**config.mk**
```make
export PLATFORM = sky130hd
export DESIGN_NAME = ddc_eeprom_slave
export DESIGN_NICKNAME = d
export VERILOG_FILES = /design/src/rtl/ddc_eeprom_pkg.sv /design/src/rtl/twi_line_monitor.sv /design/src/rtl/page_buffer.sv /design/src/rtl/write_engine.sv /design/src/rtl/ddc_eeprom_slave.sv
export SDC_FILE = /design/constraint.sdc
export NUM_CORES = 1
export LEC_CHECK = 0
export BUFFER_PORTS_ARGS = -buffer_cell sky130_fd_sc_hd__buf_2
export CELL_PAD_IN_SITES_DETAIL_PLACEMENT = 0
export CELL_PAD_IN_SITES_GLOBAL_PLACEMENT = 1
export CORE_UTILIZATION = 54
export DETAILED_ROUTE_END_ITERATION = 10
export GPL_TIMING_DRIVEN = 0
export PLACE_DENSITY = 0.93
export RECOVER_POWER = 100
export SETUP_SLACK_MARGIN = 0.05
export SYNTH_ARGS = -nofsm -noshare
export SYNTH_HDL_FRONTEND = slang
export SYNTH_SLANG_ARGS = --single-unit
```
**constraint.sdc**
```tcl
create_clock -name clk -period 3 [get_ports clk]
set_input_delay 0.3 -clock clk [delete_from_list [all_inputs] [get_ports clk]]
set_output_delay 0.3 -clock clk [all_outputs]
set_load 0.005 [all_outputs]
```
**src/rtl/ddc_eeprom_pkg.sv**
```systemverilog
package ddc_eeprom_pkg;

  // bus-side phase of the slave
  typedef enum logic [2:0] {
    PH_IDLE,
    PH_RX,
    PH_ACK,
    PH_TX,
    PH_MACK
  } phase_t;

  // meaning of the byte currently being received
  typedef enum logic [1:0] {
    RK_CTRL,
    RK_WADDR,
    RK_DATA
  } rxkind_t;

endpackage

```
**src/rtl/twi_line_monitor.sv**
```systemverilog
module twi_line_monitor #(
  parameter int SYNC_STAGES = 2
) (
  input  logic clk,
  input  logic rst_n,
  input  logic scl_i,
  input  logic sda_i,
  output logic sda_lvl,
  output logic scl_rise,
  output logic scl_fall,
  output logic start_det,
  output logic stop_det
);

  logic [SYNC_STAGES-1:0] scl_sh;
  logic [SYNC_STAGES-1:0] sda_sh;
  logic scl_q;
  logic sda_q;
  logic scl_lvl;

  always_ff @(posedge clk or negedge rst_n) begin
    if (!rst_n) begin
      scl_sh <= '1;
      sda_sh <= '1;
      scl_q  <= 1'b1;
      sda_q  <= 1'b1;
    end else begin
      scl_sh <= {scl_sh[SYNC_STAGES-2:0], scl_i};
      sda_sh <= {sda_sh[SYNC_STAGES-2:0], sda_i};
      scl_q  <= scl_sh[SYNC_STAGES-1];
      sda_q  <= sda_sh[SYNC_STAGES-1];
    end
  end

  assign scl_lvl   = scl_sh[SYNC_STAGES-1];
  assign sda_lvl   = sda_sh[SYNC_STAGES-1];
  assign scl_rise  = scl_lvl & ~scl_q;
  assign scl_fall  = ~scl_lvl & scl_q;
  assign start_det = scl_lvl & scl_q & ~sda_lvl & sda_q;
  assign stop_det  = scl_lvl & scl_q & sda_lvl & ~sda_q;

endmodule

```
**src/rtl/page_buffer.sv**
```systemverilog
module page_buffer #(
  parameter int PAGE_BYTES = 8,
  localparam int PW = $clog2(PAGE_BYTES)
) (
  input  logic          clk,
  input  logic          rst_n,
  input  logic          clr,
  input  logic          wr_en,
  input  logic [PW-1:0] wr_idx,
  input  logic [7:0]    wr_data,
  input  logic [PW-1:0] rd_idx,
  output logic [7:0]    rd_data,
  output logic          rd_valid
);

  logic [7:0]            slot_q [PAGE_BYTES];
  logic [PAGE_BYTES-1:0] vld_q;
  logic [PAGE_BYTES-1:0] vld_d;

  always_comb begin
    vld_d = vld_q;
    if (clr) begin
      vld_d = '0;
    end else if (wr_en) begin
      vld_d[wr_idx] = 1'b1;
    end
  end

  always_ff @(posedge clk or negedge rst_n) begin
    if (!rst_n) begin
      vld_q <= '0;
    end else begin
      vld_q <= vld_d;
    end
  end

  always_ff @(posedge clk) begin
    for (int i = 0; i < PAGE_BYTES; i++) begin
      if (wr_en && (wr_idx == PW'(i))) begin
        slot_q[i] <= wr_data;
      end
    end
  end

  assign rd_data  = slot_q[rd_idx];
  assign rd_valid = vld_q[rd_idx];

endmodule

```
**src/rtl/write_engine.sv**
```systemverilog
module write_engine #(
  parameter int ADDR_W     = 7,
  parameter int PAGE_BYTES = 8,
  parameter int WR_CYCLES  = 200,
  localparam int PW = $clog2(PAGE_BYTES),
  localparam int BW = ADDR_W - PW,
  localparam int CW = $clog2(WR_CYCLES + 1)
) (
  input  logic              clk,
  input  logic              rst_n,
  input  logic              launch,
  input  logic [BW-1:0]     page_base,
  input  logic              slot_valid,
  output logic [PW-1:0]     slot_idx,
  output logic              busy,
  output logic              we,
  output logic [ADDR_W-1:0] waddr
);

  logic [CW-1:0] cnt_q, cnt_d;
  logic [PW:0]   ci_q, ci_d;
  logic [BW-1:0] base_q, base_d;

  always_comb begin
    cnt_d  = cnt_q;
    ci_d   = ci_q;
    base_d = base_q;
    if (launch && (cnt_q == '0)) begin
      cnt_d  = CW'(WR_CYCLES);
      ci_d   = '0;
      base_d = page_base;
    end else if (cnt_q != '0) begin
      cnt_d = cnt_q - 1'b1;
      if (!ci_q[PW]) begin
        ci_d = ci_q + 1'b1;
      end
    end
  end

  always_ff @(posedge clk or negedge rst_n) begin
    if (!rst_n) begin
      cnt_q  <= '0;
      ci_q   <= {1'b1, {PW{1'b0}}};
      base_q <= '0;
    end else begin
      cnt_q  <= cnt_d;
      ci_q   <= ci_d;
      base_q <= base_d;
    end
  end

  assign busy     = (cnt_q != '0);
  assign slot_idx = ci_q[PW-1:0];
  assign we       = busy && !ci_q[PW] && slot_valid;
  assign waddr    = {base_q, ci_q[PW-1:0]};

endmodule

```
**src/rtl/ddc_eeprom_slave.sv**
```systemverilog
module ddc_eeprom_slave
  import ddc_eeprom_pkg::*;
#(
  parameter int          ADDR_W      = 7,
  parameter int          PAGE_BYTES  = 8,
  parameter int          WR_CYCLES   = 200,
  parameter int          SYNC_STAGES = 2,
  parameter logic [6:0]  DEV_ID      = 7'b1010000
) (
  input  logic              clk,
  input  logic              rst_n,
  input  logic              scl_i,
  input  logic              sda_i,
  output logic              sda_oe_o,
  input  logic              wp_vclk_i,
  output logic              mem_we_o,
  output logic [ADDR_W-1:0] mem_waddr_o,
  output logic [7:0]        mem_wdata_o,
  output logic [ADDR_W-1:0] mem_raddr_o,
  input  logic [7:0]        mem_rdata_i
);

  localparam int PW = $clog2(PAGE_BYTES);
  localparam int BW = ADDR_W - PW;

  // reset: asserted asynchronously, released on the clock
  logic [1:0] rst_pipe;
  logic       rst_int_n;

  always_ff @(posedge clk or negedge rst_n) begin
    if (!rst_n) begin
      rst_pipe <= 2'b00;
    end else begin
      rst_pipe <= {rst_pipe[0], 1'b1};
    end
  end
  assign rst_int_n = rst_pipe[1];

  logic sda_lvl, scl_rise, scl_fall, start_det, stop_det;

  twi_line_monitor #(.SYNC_STAGES(SYNC_STAGES)) u_mon (
    .clk       (clk),
    .rst_n     (rst_int_n),
    .scl_i     (scl_i),
    .sda_i     (sda_i),
    .sda_lvl   (sda_lvl),
    .scl_rise  (scl_rise),
    .scl_fall  (scl_fall),
    .start_det (start_det),
    .stop_det  (stop_det)
  );

  // protocol state
  phase_t            phase_q, phase_d;
  rxkind_t           kind_q, kind_d;
  logic [3:0]        bitcnt_q, bitcnt_d;
  logic [7:0]        shreg_q, shreg_d;
  logic [7:0]        txreg_q, txreg_d;
  logic [ADDR_W-1:0] ptr_q, ptr_d;
  logic              oe_q, oe_d;
  logic              mack_q, mack_d;
  logic              to_tx_q, to_tx_d;
  logic              wp_ok_q, wp_ok_d;
  logic              in_frame_q, in_frame_d;
  logic              wr_armed_q, wr_armed_d;

  logic              buf_clr, buf_we;
  logic              launch;
  logic              wr_busy;
  logic [PW-1:0]     eng_idx;
  logic [7:0]        eng_data;
  logic              eng_valid;

  always_comb begin
    phase_d    = phase_q;
    kind_d     = kind_q;
    bitcnt_d   = bitcnt_q;
    shreg_d    = shreg_q;
    txreg_d    = txreg_q;
    ptr_d      = ptr_q;
    oe_d       = oe_q;
    mack_d     = mack_q;
    to_tx_d    = to_tx_q;
    in_frame_d = in_frame_q;
    wr_armed_d = wr_armed_q;
    wp_ok_d    = wp_ok_q & wp_vclk_i;
    buf_clr    = 1'b0;
    buf_we     = 1'b0;
    launch     = 1'b0;

    if (start_det) begin
      phase_d    = PH_RX;
      kind_d     = RK_CTRL;
      bitcnt_d   = '0;
      oe_d       = 1'b0;
      in_frame_d = 1'b1;
      wr_armed_d = 1'b0;
      wp_ok_d    = wp_vclk_i;
    end else if (stop_det) begin
      if (in_frame_q && wr_armed_q && wp_ok_q && wp_vclk_i && !wr_busy) begin
        launch = 1'b1;
      end
      phase_d    = PH_IDLE;
      oe_d       = 1'b0;
      in_frame_d = 1'b0;
      wr_armed_d = 1'b0;
    end else begin
      unique case (phase_q)
        PH_RX: begin
          if (scl_rise && (bitcnt_q != 4'd8)) begin
            shreg_d  = {shreg_q[6:0], sda_lvl};
            bitcnt_d = bitcnt_q + 1'b1;
          end else if (scl_fall && (bitcnt_q == 4'd8)) begin
            bitcnt_d = '0;
            unique case (kind_q)
              RK_CTRL: begin
                if ((shreg_q[7:1] == DEV_ID) && !wr_busy) begin
                  oe_d    = 1'b1;
                  phase_d = PH_ACK;
                  to_tx_d = shreg_q[0];
                  kind_d  = RK_WADDR;
                end else begin
                  phase_d = PH_IDLE;
                end
              end
              RK_WADDR: begin
                ptr_d   = shreg_q[ADDR_W-1:0];
                buf_clr = 1'b1;
                oe_d    = 1'b1;
                phase_d = PH_ACK;
                to_tx_d = 1'b0;
                kind_d  = RK_DATA;
              end
              default: begin
                buf_we     = 1'b1;
                ptr_d      = {ptr_q[ADDR_W-1:PW], ptr_q[PW-1:0] + 1'b1};
                wr_armed_d = 1'b1;
                oe_d       = 1'b1;
                phase_d    = PH_ACK;
                to_tx_d    = 1'b0;
              end
            endcase
          end
        end
        PH_ACK: begin
          if (scl_fall) begin
            if (to_tx_q) begin
              txreg_d  = mem_rdata_i;
              oe_d     = ~mem_rdata_i[7];
              bitcnt_d = 4'd1;
              ptr_d    = ptr_q + 1'b1;
              phase_d  = PH_TX;
            end else begin
              oe_d     = 1'b0;
              bitcnt_d = '0;
              phase_d  = PH_RX;
            end
          end
        end
        PH_TX: begin
          if (scl_fall) begin
            if (bitcnt_q == 4'd8) begin
              oe_d    = 1'b0;
              mack_d  = 1'b0;
              phase_d = PH_MACK;
            end else begin
              oe_d     = ~txreg_q[6];
              txreg_d  = {txreg_q[6:0], 1'b0};
              bitcnt_d = bitcnt_q + 1'b1;
            end
          end
        end
        PH_MACK: begin
          if (scl_rise) begin
            mack_d = ~sda_lvl;
          end else if (scl_fall) begin
            if (mack_q) begin
              txreg_d  = mem_rdata_i;
              oe_d     = ~mem_rdata_i[7];
              bitcnt_d = 4'd1;
              ptr_d    = ptr_q + 1'b1;
              phase_d  = PH_TX;
            end else begin
              phase_d = PH_IDLE;
            end
          end
        end
        default: begin
        end
      endcase
    end
  end

  always_ff @(posedge clk or negedge rst_int_n) begin
    if (!rst_int_n) begin
      phase_q    <= PH_IDLE;
      kind_q     <= RK_CTRL;
      bitcnt_q   <= '0;
      shreg_q    <= '0;
      txreg_q    <= '0;
      ptr_q      <= '0;
      oe_q       <= 1'b0;
      mack_q     <= 1'b0;
      to_tx_q    <= 1'b0;
      wp_ok_q    <= 1'b0;
      in_frame_q <= 1'b0;
      wr_armed_q <= 1'b0;
    end else begin
      phase_q    <= phase_d;
      kind_q     <= kind_d;
      bitcnt_q   <= bitcnt_d;
      shreg_q    <= shreg_d;
      txreg_q    <= txreg_d;
      ptr_q      <= ptr_d;
      oe_q       <= oe_d;
      mack_q     <= mack_d;
      to_tx_q    <= to_tx_d;
      wp_ok_q    <= wp_ok_d;
      in_frame_q <= in_frame_d;
      wr_armed_q <= wr_armed_d;
    end
  end

  page_buffer #(.PAGE_BYTES(PAGE_BYTES)) u_buf (
    .clk      (clk),
    .rst_n    (rst_int_n),
    .clr      (buf_clr),
    .wr_en    (buf_we),
    .wr_idx   (ptr_q[PW-1:0]),
    .wr_data  (shreg_q),
    .rd_idx   (eng_idx),
    .rd_data  (eng_data),
    .rd_valid (eng_valid)
  );

  write_engine #(
    .ADDR_W     (ADDR_W),
    .PAGE_BYTES (PAGE_BYTES),
    .WR_CYCLES  (WR_CYCLES)
  ) u_eng (
    .clk        (clk),
    .rst_n      (rst_int_n),
    .launch     (launch),
    .page_base  (ptr_q[ADDR_W-1:PW]),
    .slot_valid (eng_valid),
    .slot_idx   (eng_idx),
    .busy       (wr_busy),
    .we         (mem_we_o),
    .waddr      (mem_waddr_o)
  );

  assign sda_oe_o    = oe_q;
  assign mem_wdata_o = eng_data;
  assign mem_raddr_o = ptr_q;

endmodule

```
# After elaboration in Yosys (flattened, before gate mapping)
# Memories as Yosys holds them, arrays and structs flattened.
# Cells that the tools add are included.
# W data, S select, Z words.
dict set report word_totals {
  regBits 69
  ramBits 64
  inputBits 13
  elab_cells 301
  n_memories 1
}
# memory words word_bits read_ports rd_clocked_by_memory_dff write_ports line_no
set memory_table {}
lappend memory_table {u_buf.slot_q 8 8 1 0 1 page_buffer.sv:16} ;# logic [7:0] slot_q [PAGE_BYTES];
dict set report op_classes {
  n_addsub 5
  n_lt_le_gt_ge 3
  eq_ne 51
  n_mux 142
  bitwise_logic 18
  n_reduce_logical 58
}
# cell count
set op_table {}
lappend op_table {{$mux W7} 14}
lappend op_table {{$mux W8} 11}
lappend op_table {{$mux W1} 68}
lappend op_table {{$reduce_or A8 Y1} 7}
lappend op_table {{$mux W4} 13}
lappend op_table {{$mux W3} 17}
lappend op_table {{$pmux W7 S3} 2}
lappend op_table {{$ne A4 B4 Y1 const B} 10}
lappend op_table {{$ne A2 B2 Y1 const B} 16}
lappend op_table {{$ne A3 B3 Y1 const B} 8}
lappend op_table {{$logic_and A1 B1 Y1} 19}
lappend op_table {{$mux W2} 9}
lappend op_table {{$reduce_and A6 Y1} 3}
lappend op_table {{$reduce_and A9 Y1} 2}
lappend op_table {{$pmux W4 S4} 1}
lappend op_table {{$eq A3 B3 Y1 const B} 5}
lappend op_table {{$reduce_bool A3 Y1} 5}
lappend op_table {{$pmux W7 S2} 1}
lappend op_table {{$eq A3 B2 Y1 const B} 4}
lappend op_table {{$pmux W3 S4} 1}
lappend op_table {{$reduce_and A12 Y1} 1}
lappend op_table {{$reduce_bool A2 Y1} 6}
lappend op_table {{$reduce_and A11 Y1} 1}
lappend op_table {{$reduce_and A10 Y1} 1}
lappend op_table {{32 further kinds} 52}

# Logic depth before layout (Yosys ltp)
dict set report logic_depth {
  ltp_word 19
  mapped_depth 8
  mapped_depth_nobuf 7
}

# By module
# A second synthesis with hierarchy kept.
dict set report unflattened {
  hier_cells 458
  hier_area_um2 6314.8
}
# mod n_inst cells_each area_per_inst_um2
set by_module_without_submodules {}
lappend by_module_without_submodules {page_buffer 1 138 2926.6}
lappend by_module_without_submodules {ddc_eeprom_slave 1 234 2297.2}
lappend by_module_without_submodules {write_engine 1 76 900.9}
lappend by_module_without_submodules {twi_line_monitor 1 10 190.2}

# Worst setup path before layout
# Ideal clock, no wire load.
dict set report synth_path {
  path_kind {register -> register}
  start {reg phase_q[2]}
  end {mem u_buf.slot_q[4][0], enable pin}
  setup_time_ns 0.332
  arrival_ns 1.790
  slack_ns 0.878
  stages_incl_launch_ff 6
  period_less_slack_ns 2.122
  cell_sequence {dfrtp_1 > buf_2 > nor3b_1 > nand3_1 > nor3_1 > and2_1}
}
dict set report synth_via {
  elab_chain_len 15
  elab_cells_between_ends 49
  classes_between {eq/ne: 1; mux: 33; reduce/logical: 15}
}
# element line_no
set synth_rtl {}
lappend synth_rtl {{start: declaration} ddc_eeprom_slave.sv:54} ;# phase_t phase_q, phase_d;
lappend synth_rtl {{start signal: assignment} ddc_eeprom_slave.sv:209} ;# phase_q <= phase_d;
lappend synth_rtl {{$eq A3 B1 Y1 (*)} ddc_eeprom_slave.sv:108} ;# unique case (phase_q)
lappend synth_rtl {{$mux W1 (*)} ddc_eeprom_slave.sv:108}
lappend synth_rtl {{$mux W1 (*)} ddc_eeprom_slave.sv:99} ;# end else if (stop_det) begin
lappend synth_rtl {{$mux W1 (*)} ddc_eeprom_slave.sv:91} ;# if (start_det) begin
lappend synth_rtl {{$logic_and A1 B1 Y1} page_buffer.sv:39} ;# if (wr_en && (wr_idx == PW'(i))) begin
lappend synth_rtl {{$mux W1} page_buffer.sv:39}
lappend synth_rtl {{$mux W1 (implied by the code)} page_buffer.sv:40} ;# slot_q[i] <= wr_data;
lappend synth_rtl {{$reduce_or A8 Y1 (no source line)} --}
lappend synth_rtl {{$mux W3 (no source line) / $mux W1 (equally long branches) (7 in series)} --}
lappend synth_rtl {{end: declaration} page_buffer.sv:16}
# Every way passes the cells marked *; elsewhere a longest branch is shown, timed or not.

# Worst setup path after layout
dict set report layout_path {
  start {reg phase_q[2]}
  end {mem u_buf.slot_q[5][1], enable pin}
}
# Same word-level chain as after synthesis.

==> summary.md <==
| Metric | Value |
|---|---|
| Final core area utilization | 0.642 |
| Die area | 0.0117 mm² |
| First-pass GRT wire length | 20200 µm |
| Std cell rows | 38 |
| Tightest Pin Transition | 1.44 ns |
| Crit-path max FO | 10 |
| Yosys synthesis warning count | 0 |
| Max H-tree Level | 4 |
| Max Clock Freq | 0.369 GHz |
| Internal power summed over all cells | between 4000 and 5000 µW |
| Mapped Avg Cell Area | 13.2 µm² |
| Fraction of final layout cells with drive strength greater than 1 | 0.242 |
| Number of synthesized flops with an enable pin | 64 |
| Number of synthesized register bits | approximately 130 |
| DRT iter0 DRCs | 364 |
| Net switching power of the design | 1770 µW |
| Vias in the first global route | 3938 |
| Highest-delay cell along the critical path | sky130_fd_sc_hd__nor3_1 |
| Category of the critical setup timing path | flop to flop |
| Count of nets left with antenna violations after detail routing | 0 |
| Cell family with the largest share of critical-path delay | simple AND/OR/NAND/NOR gates |
| Final standard cell count with taps included and fillers excluded | 672 |
| Drt first pass iters | 4 |
| Critical path launch point | phase_q[2]$_DFFE_PN0P_ |
| Number of setup buffers added after CTS | 0 |
| Count of clock tree sinks | 133 |
| Synthesis-to-finish area growth | 15.0% |
| Arrival time at the worst endpoint | 2.76 ns |
| Residual DRC count | 0 |
| Worst skew pair latency | 0.42 ns |
| Worst path max stage delay | around 0.56 ns |
| Synth cell types | 65 |
| Worst r2r src | phase_q[2]$_DFFE_PN0P_ |
| Type of element launching the critical path | flop |
| Quantity of gates resized following cts | 0 |
| DRT Wirelength | 12400 µm |
| Combinational power share | 0.224 |
| CP cell instances | buf_2 > nor3b_1 > nand3_1 > nor3_1 > and2_1 |
| Sequential share of the synthesized area | 0.599 |
| Placed Cells incl. Taps | 637 |
| Antenna violations before repair | 0 |
| Share of flip-flops with an asynchronous set or reset | 0.519 |
| Setup repair after global routing missed its margin | false |
| Count of port buffers added during placement | 36 |
| Final Max Tran Viols | 0 |
| Diode insertion count for antenna repair | 0 |
| Maximum resistive drop on vdd | 498 µV |
| Relative max-transition margin | 0.0373 |
| Final critical-path required period | between 2 and 3 ns |
| Post-detailed-route via-to-cell ratio | 5.83 |
| Worst hold path type | primary input to flop |
| Sum of negative setup slack | 0 ns |
| Drt wl/cell | 18.5 µm |
| CTS root buffer | sky130_fd_sc_hd__clkbuf_16 |
| # fillers | around 840 |
| Final period util | 0.904 |
| Leftover overflow at the end of global routing | 0 |
| DIE HEIGHT | roughly 110 µm |
| Fraction of power spent switching nets | 0.301 |
| Core footprint | 0.0109 mm² |
| Sequential share of power | 0.441 |
| Final weighted congestion in routability-driven placement | 0.859 |
| CTS tree | yes |
| Estimated wirelength of the detail-placed design | 8350 µm |
| Number of max-capacitance violations reported | 0 |
| Total Power | 5900 µW |
| Horizontal die dimension | 108 µm |
| Total routing usage reported by global routing | 0.234 |
| Worst Setup End Kind | flop |
| Final setup fails | 0 |
| Net total in the final layout | 543 |
| Final count of hold timing violations | 0 |
| Synth Net Count | 485 |
| Cts bufs inserted | 17 |
| CTS max path bufs | 2 |
| P_leak | 0.00281 µW |
| Clk network pwr share | 0.335 |
| Power Density | 841 mW/mm² |
| Ys flop type | sky130_fd_sc_hd__edfxtp_1 |
| Clock transition time at the flip-flop clock pins of the worst setup and hold paths | 0.06 ns |
| Number of buffers and inverters on the critical path | 1 |
| Worst setup skew after layout | 0.00947 ns |
| Storage element area | approximately 0.0037 mm² |
| Status | finished clean |
| Initial Util | 0.558 |
| Maximum number of pins on one net before global-route repair | 68 |
| Multi-input gate area in the final layout | approximately 0.0023 mm² |
| Post-synthesis instance area | around 0.0061 mm² |
| Startpoint of the tightest hold check path | mem_rdata_i[0] |
| Num ports | 37 |
| Endpoint required time on the critical path | 3.05 ns |
| Total via count in the routed design | 3918 |
| Synthesized instance count | 461 |
-- worst register-to-register path, cell delays in order (launching register included) --
cell	delay (ns)
sky130_fd_sc_hd__dfrtp_1	0.42
sky130_fd_sc_hd__buf_2	0.21
sky130_fd_sc_hd__nor3b_1	0.34
sky130_fd_sc_hd__nand3_1	0.30
sky130_fd_sc_hd__nor3_1	0.56
sky130_fd_sc_hd__and2_1	0.52
-- placed cells by master (no fill, tap or decap), types with 6 or more instances in the layout --
cell type,count
sky130_fd_sc_hd__edfxtp_1,64
sky130_fd_sc_hd__dfrtp_1,61
sky130_fd_sc_hd__nand2_1,35
sky130_fd_sc_hd__nor2_1,32
sky130_fd_sc_hd__buf_2,31
sky130_fd_sc_hd__mux2_2,27
sky130_fd_sc_hd__clkbuf_1,21
sky130_fd_sc_hd__a21oi_1,19
sky130_fd_sc_hd__mux4_2,18
sky130_fd_sc_hd__clkbuf_16,17
sky130_fd_sc_hd__inv_1,15
sky130_fd_sc_hd__o21ai_0,15
sky130_fd_sc_hd__nor3_1,12
sky130_fd_sc_hd__a31oi_1,11
sky130_fd_sc_hd__ha_1,11
sky130_fd_sc_hd__nand3_1,9
sky130_fd_sc_hd__mux2i_1,8
sky130_fd_sc_hd__and2_1,6
sky130_fd_sc_hd__a2bb2oi_1,6
-- per-layer routing --
| metal | global-route usage | wire (µm) | vias to the layer above |
|---|---|---|---|
| met3 | 0.0615 | 535 | 11 |
| met1 | 0.285 | 5250 | 1975 |
| met2 | 0.399 | 6450 | 90 |
| met4 | 0.0888 | 161 | 0 |
| met5 | 0 | 0 | - |
| li1 | - | - | 1842 |
-- cell usage after synthesis, drive strengths merged, types with 3 or more instances --
master / count / area share
edfxtp: 64 / 0.31
dfrtp: 62 / 0.25
nand2: 36 / 0.023
nor2: 32 / 0.020
mux2: 27 / 0.050
a21oi: 20 / 0.017
mux4: 18 / 0.066
inv: 15 / 0.0092
o21ai: 15 / 0.012
nor3: 13 / 0.011
buf: 12 / 0.012
a31oi: 11 / 0.011
ha: 11 / 0.023
and2: 10 / 0.010
clkbuf: 9 / 0.0055
nand3: 9 / 0.0074
mux2i: 8 / 0.013
dfstp: 7 / 0.030
a2bb2oi: 6 / 0.0086
and3: 5 / 0.0051
nand3b: 5 / 0.0062
xnor2: 5 / 0.0072
nand2b: 4 / 0.0041
nor4: 4 / 0.0090
o22ai: 4 / 0.0041
a21o: 3 / 0.0037
a22oi: 3 / 0.0037
nand4b: 3 / 0.0043
nor2b: 3 / 0.0031
o211ai: 3 / 0.0037
or2: 3 / 0.0031
xor2: 3 / 0.0043
-- metrics by stage --
step	setup slack, ns	hold slack [ns]	instance area [µm²]
3_3_place_gp	0.186	0.0849	6460
6_report	0.289	0.126	7020
4_1_cts	0.278	0.110	7060
2_1_floorplan	0.878	0.00441	6100
3_5_place_dp	0.293	0.0886	6460
5_1_grt	0.0732	0.111	7020
-- what timing repair did --
action,in CTS,in global routing
endpoints found under the hold margin,4,0
hold buffers,3,0
endpoints found under the setup margin,0,0
-- logic make-up after synthesis --
group,after synthesis,share of synthesized area
adder cells (fa/ha/maj),11,0.0226
flip-flops,133,0.599
buffers and inverters,36,0.0269
AND/OR/NAND/NOR,140,0.126
multiplexers,53,0.129
other,1,0.000615
AO/OA/AOI/OAI,79,0.0839
XOR/XNOR,8,0.0115
-- path summary, 6_finish.rpt --
path                                                end  slack [ns]  cells after the start
setup / recovery           u_buf.slot_q[5][1]$_DFFE_PP_        0.29                      5
hold / removal                   txreg_q[0]$_DFFE_PN0P_        0.13                      3
setup reg to reg           u_buf.slot_q[5][1]$_DFFE_PP_        0.29                      5
hold reg to reg               u_mon.scl_sh[1]$_DFF_PN1_        0.36                      0
max in group asynchronous        shreg_q[1]$_DFFE_PN0P_        1.51                      0
min in group asynchronous         rst_pipe[0]$_DFF_PN0_        0.20                      2
-- state kept, by name, indices dropped and copies added (netlist names), 7 cells and up --
signal / count
u_buf.slot_q: 64
u_eng.cnt_q: 8
txreg_q: 7
mem_raddr_o: 7
shreg_q: 8
u_buf.vld_q: 8
-- area by class of cell --
type | instances | share of cell area
Buffer | 21 | 0.0141
Clock inverter | 11 | 0.0143
Sequential cell | 133 | 0.521
Inverter | 15 | 0.00802
Tap cell | 140 | 0.0250
Clock buffer | 21 | 0.0670
Timing Repair Buffer | 39 | 0.0282
Multi-Input combinational cell | 292 | 0.322
-- power by group through the flow --
stage	combinational (µW)	sequential, µW	clock (µW)
5_1_grt	1460	2650	2080
2_1_floorplan	973	2500	0
3_5_place_dp	1340	2630	0
4_1_cts	1350	2600	2000
3_3_place_gp	1310	2600	0
6_report	1320	2600	1980
(Power assumes the default switching activity.)
